--- config.mk ---
export PLATFORM = sky130hd
export DESIGN_NAME = smem_ctrl
export DESIGN_NICKNAME = d
export VERILOG_FILES = /design/src/rtl/smem_pkg.sv /design/src/rtl/smem_cfg_regs.sv /design/src/rtl/smem_seq.sv /design/src/rtl/smem_pins.sv /design/src/rtl/smem_ctrl.sv
export SDC_FILE = /design/constraint.sdc
export NUM_CORES = 1
export LEC_CHECK = 0
export BUFFER_PORTS_ARGS = -buffer_cell sky130_fd_sc_hd__buf_4
export CAP_MARGIN = 30
export CORE_MARGIN = 2
export CORE_UTILIZATION = 30
export CTS_CLUSTER_DIAMETER = 200
export CTS_CLUSTER_SIZE = 25
export DETAILED_ROUTE_END_ITERATION = 16
export GPL_ROUTABILITY_DRIVEN = 0
export PLACE_DENSITY_LB_ADDON = 0.05
export SYNTH_ARGS = -nofsm -noshare
export SYNTH_HDL_FRONTEND = slang
export SYNTH_HIERARCHICAL = 1
export SYNTH_SLANG_ARGS = --single-unit
--- constraint.sdc ---
create_clock -name clk -period 8.55 [get_ports clk]
set_clock_uncertainty 0.2 [all_clocks]
set_input_delay 1.71 -clock clk [delete_from_list [all_inputs] [get_ports clk]]
set_output_delay 1.71 -clock clk [all_outputs]
set_load 0.005 [all_outputs]
--- src/rtl/smem_pkg.sv ---
package smem_pkg;

    typedef enum logic [2:0] {
        ST_IDLE,
        ST_ADDR_SETUP,
        ST_CS_SETUP,
        ST_ACCESS,
        ST_PAGE,
        ST_CS_HOLD,
        ST_ADDR_HOLD,
        ST_DONE
    } seq_st_t;

    // Field order fixes bit positions: acs at [3:0] up to page at [25]
    typedef struct packed {
        logic       page;
        logic       wide;
        logic [3:0] acp;
        logic [3:0] cah;
        logic [3:0] coh;
        logic [3:0] acc;
        logic [3:0] cos;
        logic [3:0] acs;
    } bank_cfg_t;

    localparam int CFG_W = $bits(bank_cfg_t);

    // Cycles spent in a state; strobe phases never shorter than one
    function automatic logic [3:0] phase_len(seq_st_t s, bank_cfg_t c);
        case (s)
            ST_ADDR_SETUP: phase_len = c.acs;
            ST_CS_SETUP:   phase_len = c.cos;
            ST_ACCESS:     phase_len = (c.acc == 4'd0) ? 4'd1 : c.acc;
            ST_PAGE:       phase_len = (c.acp == 4'd0) ? 4'd1 : c.acp;
            ST_CS_HOLD:    phase_len = c.coh;
            ST_ADDR_HOLD:  phase_len = c.cah;
            default:       phase_len = 4'd1;
        endcase
    endfunction

    // First state at or after s whose length is non-zero
    function automatic seq_st_t skip_empty(seq_st_t s, bank_cfg_t c);
        case (s)
            ST_ADDR_SETUP: skip_empty = (c.acs != 4'd0) ? ST_ADDR_SETUP :
                                        (c.cos != 4'd0) ? ST_CS_SETUP : ST_ACCESS;
            ST_CS_SETUP:   skip_empty = (c.cos != 4'd0) ? ST_CS_SETUP : ST_ACCESS;
            ST_CS_HOLD:    skip_empty = (c.coh != 4'd0) ? ST_CS_HOLD :
                                        (c.cah != 4'd0) ? ST_ADDR_HOLD : ST_DONE;
            ST_ADDR_HOLD:  skip_empty = (c.cah != 4'd0) ? ST_ADDR_HOLD : ST_DONE;
            default:       skip_empty = s;
        endcase
    endfunction

endpackage

--- src/rtl/smem_cfg_regs.sv ---
module smem_cfg_regs
    import smem_pkg::*;
#(
    parameter int BANKS  = 4,
    parameter int BANK_W = $clog2(BANKS)
) (
    input  logic              clk,
    input  logic              rst_n,
    input  logic              wr_en,
    input  logic [BANK_W-1:0] wr_bank,
    input  bank_cfg_t         wr_cfg,
    input  logic [BANK_W-1:0] rd_bank,
    output bank_cfg_t         rd_cfg
);

    bank_cfg_t cfg_q [BANKS];

    for (genvar b = 0; b < BANKS; b++) begin : g_bank
        bank_cfg_t cfg_d;

        always_comb begin
            cfg_d = cfg_q[b];
            if (wr_en && wr_bank == BANK_W'(b)) begin
                cfg_d = wr_cfg;
            end
        end

        always_ff @(posedge clk or negedge rst_n) begin
            if (!rst_n) begin
                cfg_q[b] <= '0;
            end else begin
                cfg_q[b] <= cfg_d;
            end
        end
    end

    assign rd_cfg = cfg_q[rd_bank];

endmodule

--- src/rtl/smem_seq.sv ---
module smem_seq
    import smem_pkg::*;
#(
    parameter int ADDR_W = 26,
    parameter int DATA_W = 16,
    parameter int BEATS  = 4,
    parameter int BANK_W = 2,
    localparam int BEAT_W = $clog2(BEATS),
    localparam int LANE_W = DATA_W * BEATS
) (
    input  logic              clk,
    input  logic              rst_n,
    input  logic              req_valid,
    input  logic              req_write,
    input  logic [ADDR_W-1:0] req_addr,
    input  logic [LANE_W-1:0] req_wdata,
    input  bank_cfg_t         bank_cfg,
    input  logic [DATA_W-1:0] dq_i,
    output logic              req_ready,
    output seq_st_t           st,
    output logic [BANK_W-1:0] bank,
    output logic              write,
    output logic [ADDR_W-1:0] addr,
    output logic [DATA_W-1:0] dq_o,
    output logic              rsp_done,
    output logic [LANE_W-1:0] rsp_rdata
);

    typedef struct packed {
        seq_st_t           st;
        logic [3:0]        cnt;
        logic [BEAT_W-1:0] beat;
        logic [BANK_W-1:0] bank;
        logic              write;
        logic [ADDR_W-1:0] addr;
        bank_cfg_t         cfg;
        logic [LANE_W-1:0] wdata;
        logic [LANE_W-1:0] rdata;
    } seq_regs_t;

    seq_regs_t r_d, r_q;
    seq_st_t   nxt;
    logic [DATA_W-1:0] lane_in;
    logic [DATA_W-1:0] lane_out;

    // Narrow banks only use the low byte in both directions
    always_comb begin
        lane_out = r_q.wdata[r_q.beat*DATA_W +: DATA_W];
        if (!r_q.cfg.wide) begin
            lane_in  = {{(DATA_W-8){1'b0}}, dq_i[7:0]};
            lane_out = {{(DATA_W-8){1'b0}}, lane_out[7:0]};
        end else begin
            lane_in  = dq_i;
        end
    end

    always_comb begin
        r_d = r_q;
        nxt = r_q.st;
        case (r_q.st)
            ST_IDLE: begin
                if (req_valid) begin
                    r_d.cfg   = bank_cfg;
                    r_d.bank  = req_addr[ADDR_W-1 -: BANK_W];
                    r_d.addr  = req_addr;
                    r_d.write = req_write;
                    r_d.wdata = req_wdata;
                    r_d.rdata = '0;
                    r_d.beat  = '0;
                    r_d.st    = skip_empty(ST_ADDR_SETUP, bank_cfg);
                    r_d.cnt   = phase_len(r_d.st, bank_cfg) - 4'd1;
                end
            end
            ST_DONE: begin
                r_d.st = ST_IDLE;
            end
            default: begin
                if (r_q.cnt != 4'd0) begin
                    r_d.cnt = r_q.cnt - 4'd1;
                end else begin
                    case (r_q.st)
                        ST_ADDR_SETUP: nxt = skip_empty(ST_CS_SETUP, r_q.cfg);
                        ST_CS_SETUP:   nxt = ST_ACCESS;
                        ST_ACCESS, ST_PAGE: begin
                            if (!r_q.write) begin
                                r_d.rdata[r_q.beat*DATA_W +: DATA_W] = lane_in;
                            end
                            if (r_q.cfg.page && r_q.beat != BEAT_W'(BEATS-1)) begin
                                nxt      = ST_PAGE;
                                r_d.beat = r_q.beat + 1'b1;
                                r_d.addr = r_q.addr + (r_q.cfg.wide ? ADDR_W'(2) : ADDR_W'(1));
                            end else begin
                                nxt = skip_empty(ST_CS_HOLD, r_q.cfg);
                            end
                        end
                        ST_CS_HOLD:    nxt = skip_empty(ST_ADDR_HOLD, r_q.cfg);
                        default:       nxt = ST_DONE;
                    endcase
                    r_d.st  = nxt;
                    r_d.cnt = phase_len(nxt, r_q.cfg) - 4'd1;
                end
            end
        endcase
    end

    always_ff @(posedge clk or negedge rst_n) begin
        if (!rst_n) begin
            r_q <= '0;
        end else begin
            r_q <= r_d;
        end
    end

    assign req_ready = (r_q.st == ST_IDLE);
    assign st        = r_q.st;
    assign bank      = r_q.bank;
    assign write     = r_q.write;
    assign addr      = r_q.addr;
    assign dq_o      = lane_out;
    assign rsp_done  = (r_q.st == ST_DONE);
    assign rsp_rdata = r_q.rdata;

endmodule

--- src/rtl/smem_pins.sv ---
module smem_pins
    import smem_pkg::*;
#(
    parameter int BANKS  = 4,
    parameter int BANK_W = $clog2(BANKS)
) (
    input  seq_st_t           st,
    input  logic [BANK_W-1:0] bank,
    input  logic              write,
    output logic [BANKS-1:0]  cs_n,
    output logic              oe_n,
    output logic              we_n,
    output logic              dq_oe
);

    logic cs_act;
    logic strobe;
    logic drive;

    always_comb begin
        cs_act = (st == ST_CS_SETUP) || (st == ST_ACCESS) ||
                 (st == ST_PAGE) || (st == ST_CS_HOLD);
        strobe = (st == ST_ACCESS) || (st == ST_PAGE);
        drive  = cs_act || (st == ST_ADDR_HOLD);
    end

    for (genvar b = 0; b < BANKS; b++) begin : g_cs
        assign cs_n[b] = !(cs_act && bank == BANK_W'(b));
    end

    assign oe_n  = !(strobe && !write);
    assign we_n  = !(strobe && write);
    assign dq_oe = drive && write;

endmodule

--- src/rtl/smem_ctrl.sv ---
module smem_ctrl
    import smem_pkg::*;
#(
    parameter int ADDR_W = 26,
    parameter int DATA_W = 16,
    parameter int BANKS  = 4,
    parameter int BEATS  = 4,
    localparam int BANK_W = $clog2(BANKS),
    localparam int LANE_W = DATA_W * BEATS
) (
    input  logic              clk,
    input  logic              rst_n,
    input  logic              cfg_we,
    input  logic [BANK_W-1:0] cfg_bank,
    input  logic [CFG_W-1:0]  cfg_data,
    input  logic              req_valid,
    output logic              req_ready,
    input  logic              req_write,
    input  logic [ADDR_W-1:0] req_addr,
    input  logic [LANE_W-1:0] req_wdata,
    output logic              rsp_done,
    output logic [LANE_W-1:0] rsp_rdata,
    output logic [ADDR_W-1:0] mem_addr,
    output logic [BANKS-1:0]  mem_cs_n,
    output logic              mem_oe_n,
    output logic              mem_we_n,
    output logic [DATA_W-1:0] mem_dq_o,
    output logic              mem_dq_oe,
    input  logic [DATA_W-1:0] mem_dq_i
);

    bank_cfg_t         sel_cfg;
    seq_st_t           seq_st;
    logic [BANK_W-1:0] seq_bank;
    logic              seq_write;

    smem_cfg_regs #(.BANKS(BANKS)) u_cfg (
        .clk     (clk),
        .rst_n   (rst_n),
        .wr_en   (cfg_we),
        .wr_bank (cfg_bank),
        .wr_cfg  (bank_cfg_t'(cfg_data)),
        .rd_bank (req_addr[ADDR_W-1 -: BANK_W]),
        .rd_cfg  (sel_cfg)
    );

    smem_seq #(
        .ADDR_W (ADDR_W),
        .DATA_W (DATA_W),
        .BEATS  (BEATS),
        .BANK_W (BANK_W)
    ) u_seq (
        .clk       (clk),
        .rst_n     (rst_n),
        .req_valid (req_valid),
        .req_write (req_write),
        .req_addr  (req_addr),
        .req_wdata (req_wdata),
        .bank_cfg  (sel_cfg),
        .dq_i      (mem_dq_i),
        .req_ready (req_ready),
        .st        (seq_st),
        .bank      (seq_bank),
        .write     (seq_write),
        .addr      (mem_addr),
        .dq_o      (mem_dq_o),
        .rsp_done  (rsp_done),
        .rsp_rdata (rsp_rdata)
    );

    smem_pins #(.BANKS(BANKS)) u_pins (
        .st    (seq_st),
        .bank  (seq_bank),
        .write (seq_write),
        .cs_n  (mem_cs_n),
        .oe_n  (mem_oe_n),
        .we_n  (mem_we_n),
        .dq_oe (mem_dq_oe)
    );

endmodule

==> metrics.yaml <==
setup_path:
  critical_path.cell_chain: "or3_1, buf_16, inv_2, buf_4, buf_4"
  cp_common_cell: "buf_4"
  reg2reg_slack_ps: 4780
  required_ps: 6640
  path_depth: 5
  critical_path_arrival_ps: 2630
  crit_path_end: "req_ready"
  crit_start: "u_seq/st[1]"
  cp_num_buf_inv: 4
  crit_fanout: 46
  rr_startpoint: "u_seq/r_q[152]"
  crit_slowest_cell: "dfrtp_1"
  end_kind: "output port"
  r2r_end: "u_seq/addr[24]"
  reg2reg_depth: 11
  max_stage_delay_ps: 580
  cp-start-kind: "flop"
  critPathTopFamily: "buffers and inverters"
  worstSetupPathType: "flop to output port"
clock_network:
  cts_max_level: 1
  cts_root_buf: "clkbuf_16"
  numCtsBuffers: 15
  clock_latency_ps: 510
  cts_resized: 0
  clockBufferDepth: 3
  cts_tree: "done"
  post_cts_buffers: 0
  holdBufCountCts: 0
  clock_sinks: 292
  path_clk_slew_ps: 110
synth:
  yosys_warnings: 6
  synth.most_common_cell: "nand2_1"
  synth_cell_types: 72
  synth_cells: 1362
  synth_common_cells: "nand2_1, dfrtp_1, mux2_2, buf_4, o21ai_1"
  async_reset_ff_frac: 1.00
  yosysTopAreaCell: "dfrtp_1"
  synth-seq-area-share: 0.510
  synth_area_leaders: "dfrtp_1, nand2_1, mux2_2"
  syn_area_sq_mm: 0.0143
  avgSynthCellArea_sq_um: 10.5
  synth_edf_count: 0
  synth.top_cell.area_share: 0.510
  syn-num-nets: 1510
  synthFlopType: "dfrtp_1"
  ys_seq_elements: 292
finish:
  multi_input_area_sq_mm: 0.00588
  drive_above_1_share: 0.312
  fill_cells: 4867
  finalNetCount: 1622
  antenna_cells: 0
  seq_area_sq_mm: 0.00731
  area_growth_pct: 15.1
detailed_routing:
  num_vias: 10100
  viasPerCell: 4.82
  final_antenna_net_count: 0
  wl_per_cell_um: 19.5
  routed_wl_mm: 40.8
  drtIter0Drc: 787
  drc: 0
  dr.pass1.iters: 7
placement:
  portBuffers: 253
  hpwl_mm: 28.2
  pre_cts_slack_ps: 3690
floorplanning:
  die_w_um: 223
  core_sq_mm: 0.0474
  rows: 80
  die-area_sq_mm: 0.0496
  die-height_um: 223
  initial_utilization: 0.302
  pin_count: 254
sta:
  finalCritPeriodShare: 0.531
  fin_tns_setup_ps: 0
  rsz0062_at_grt: "no"
  fin_crit_ps: 4540
  setup_ws_ps: 4010
  max_freq_mhz: 220
  tightest_slew_ps: 917
  hold_viol_final: 0
  max_slew_margin: 0.385
  maxSlewViolCount: 0
  setup_viol_count_final: 0
pwr:
  p_leak_uw: 0.00751
  ir_drop_v: 0.000121
  p_per_area_mw_per_mm2: 280
min_path:
  hold_path.class: "flop to flop"
  min_from: "u_seq/r_q[101]"
global_route:
  grt_pass1_vias: 10100
  grt_first_pass_wirelength_mm: 63.6
  antenna_found_initial: 0
  grt_max_degree: 150
  grt_overflow: 0
  grt_usage: 0.164
status:
  status: "finished clean"
job:
  cap_violations: 0
[registers in the layout, summed over array words and instances, names as in the netlist]
| register | cells |
|---|---|
| u_seq/write | 1 |
| u_seq/st | 3 |
| u_seq/bank | 2 |
| u_seq/rsp_rdata | 64 |
| u_seq/addr | 26 |
| u_seq/r_q | 92 |
| u_cfg/cfg_q | 104 |
[worst register-to-register path, cell delays in order, from the launching register on]
cell	delay [ps]
dfrtp_1	690
inv_1	270
ha_1	210
inv_1	50
fa_1	400
and2b_1	310
nand3_1	270
nor3_1	560
nand3_1	240
o21ai_0	210
a21oi_1	90
a31oi_1	190
[per-stage QoR]
stage          hold slack (ps)  cells   util  power, uW  cell area [sq um]
2_1_floorplan              240   1362      -       3280              14300
3_3_place_gp               253   2068  0.338       3860              16000
3_5_place_dp               258   2071  0.339       3890              16100
4_1_cts                    284   2087  0.347       4690              16500
5_1_grt                    309   2088  0.348       4960              16500
6_report                   276   2088  0.348       4620              16500
[layout by cell type, fill, tap and decap left out, types with 6 or more instances in the layout]
cell	count
nand2_1	393
dfrtp_1	292
buf_4	263
mux2_2	103
o21ai_1	52
mux4_2	42
a21oi_1	36
nor2_1	32
o31ai_1	28
a31oi_1	23
o21ai_0	17
clkbuf_16	15
nand3_1	15
inv_1	15
nor3_1	11
and2_1	9
ha_1	8
o31ai_2	6
[report_power, final]
part	total [uW]	leakage [uW]	switching [uW]	internal, uW
clock network	782	0.000189	461	321
logic	1730	0.00365	889	836
registers	2110	0.00367	334	1780
total	4620	0.00751	1680	2930
[routing by layer]
| layer | global-route usage | share of wire | vias to the layer above |
|---|---|---|---|
| met5 | 0 | 0 | - |
| met4 | 0.0286 | 0.016 | 0 |
| met3 | 0.0202 | 0.026 | 33 |
| met2 | 0.267 | 0.47 | 163 |
| met1 | 0.236 | 0.49 | 5056 |
| li1 | - | - | 4808 |
[layout make-up]
type                       count  share of cell area
multi-input combinational    880               0.356
clock buffer                  15              0.0227
inverter                      16             0.00364
timing repair buffer         269               0.128
tap                          615              0.0466
sequential                   292               0.443
clock inverter                 1            0.000531
[cells by family after synthesis]
logic type	after synthesis	share of synthesized area
AND/OR/NAND/NOR	505	0.149
flip-flops	292	0.510
AO/OA/AOI/OAI	212	0.0978
buffers and inverters	190	0.0819
multiplexers	150	0.151
adder cells (fa/ha/maj)	9	0.00838
XOR/XNOR	4	0.00244
[worst min-delay path by stage]
stage | endpoint | slack (ps) | cells after the start
after CTS | u_seq/r_q[101] | 280 | 2
after floorplan | u_seq/r_q[100] | 240 | 2
after detailed placement | u_seq/r_q[78] | 260 | 2
final | u_seq/r_q[101] | 280 | 2
after global placement | u_seq/r_q[123] | 250 | 2
after global routing | u_seq/r_q[101] | 310 | 2
No activity file was read; power rests on OpenSTA's default activity.
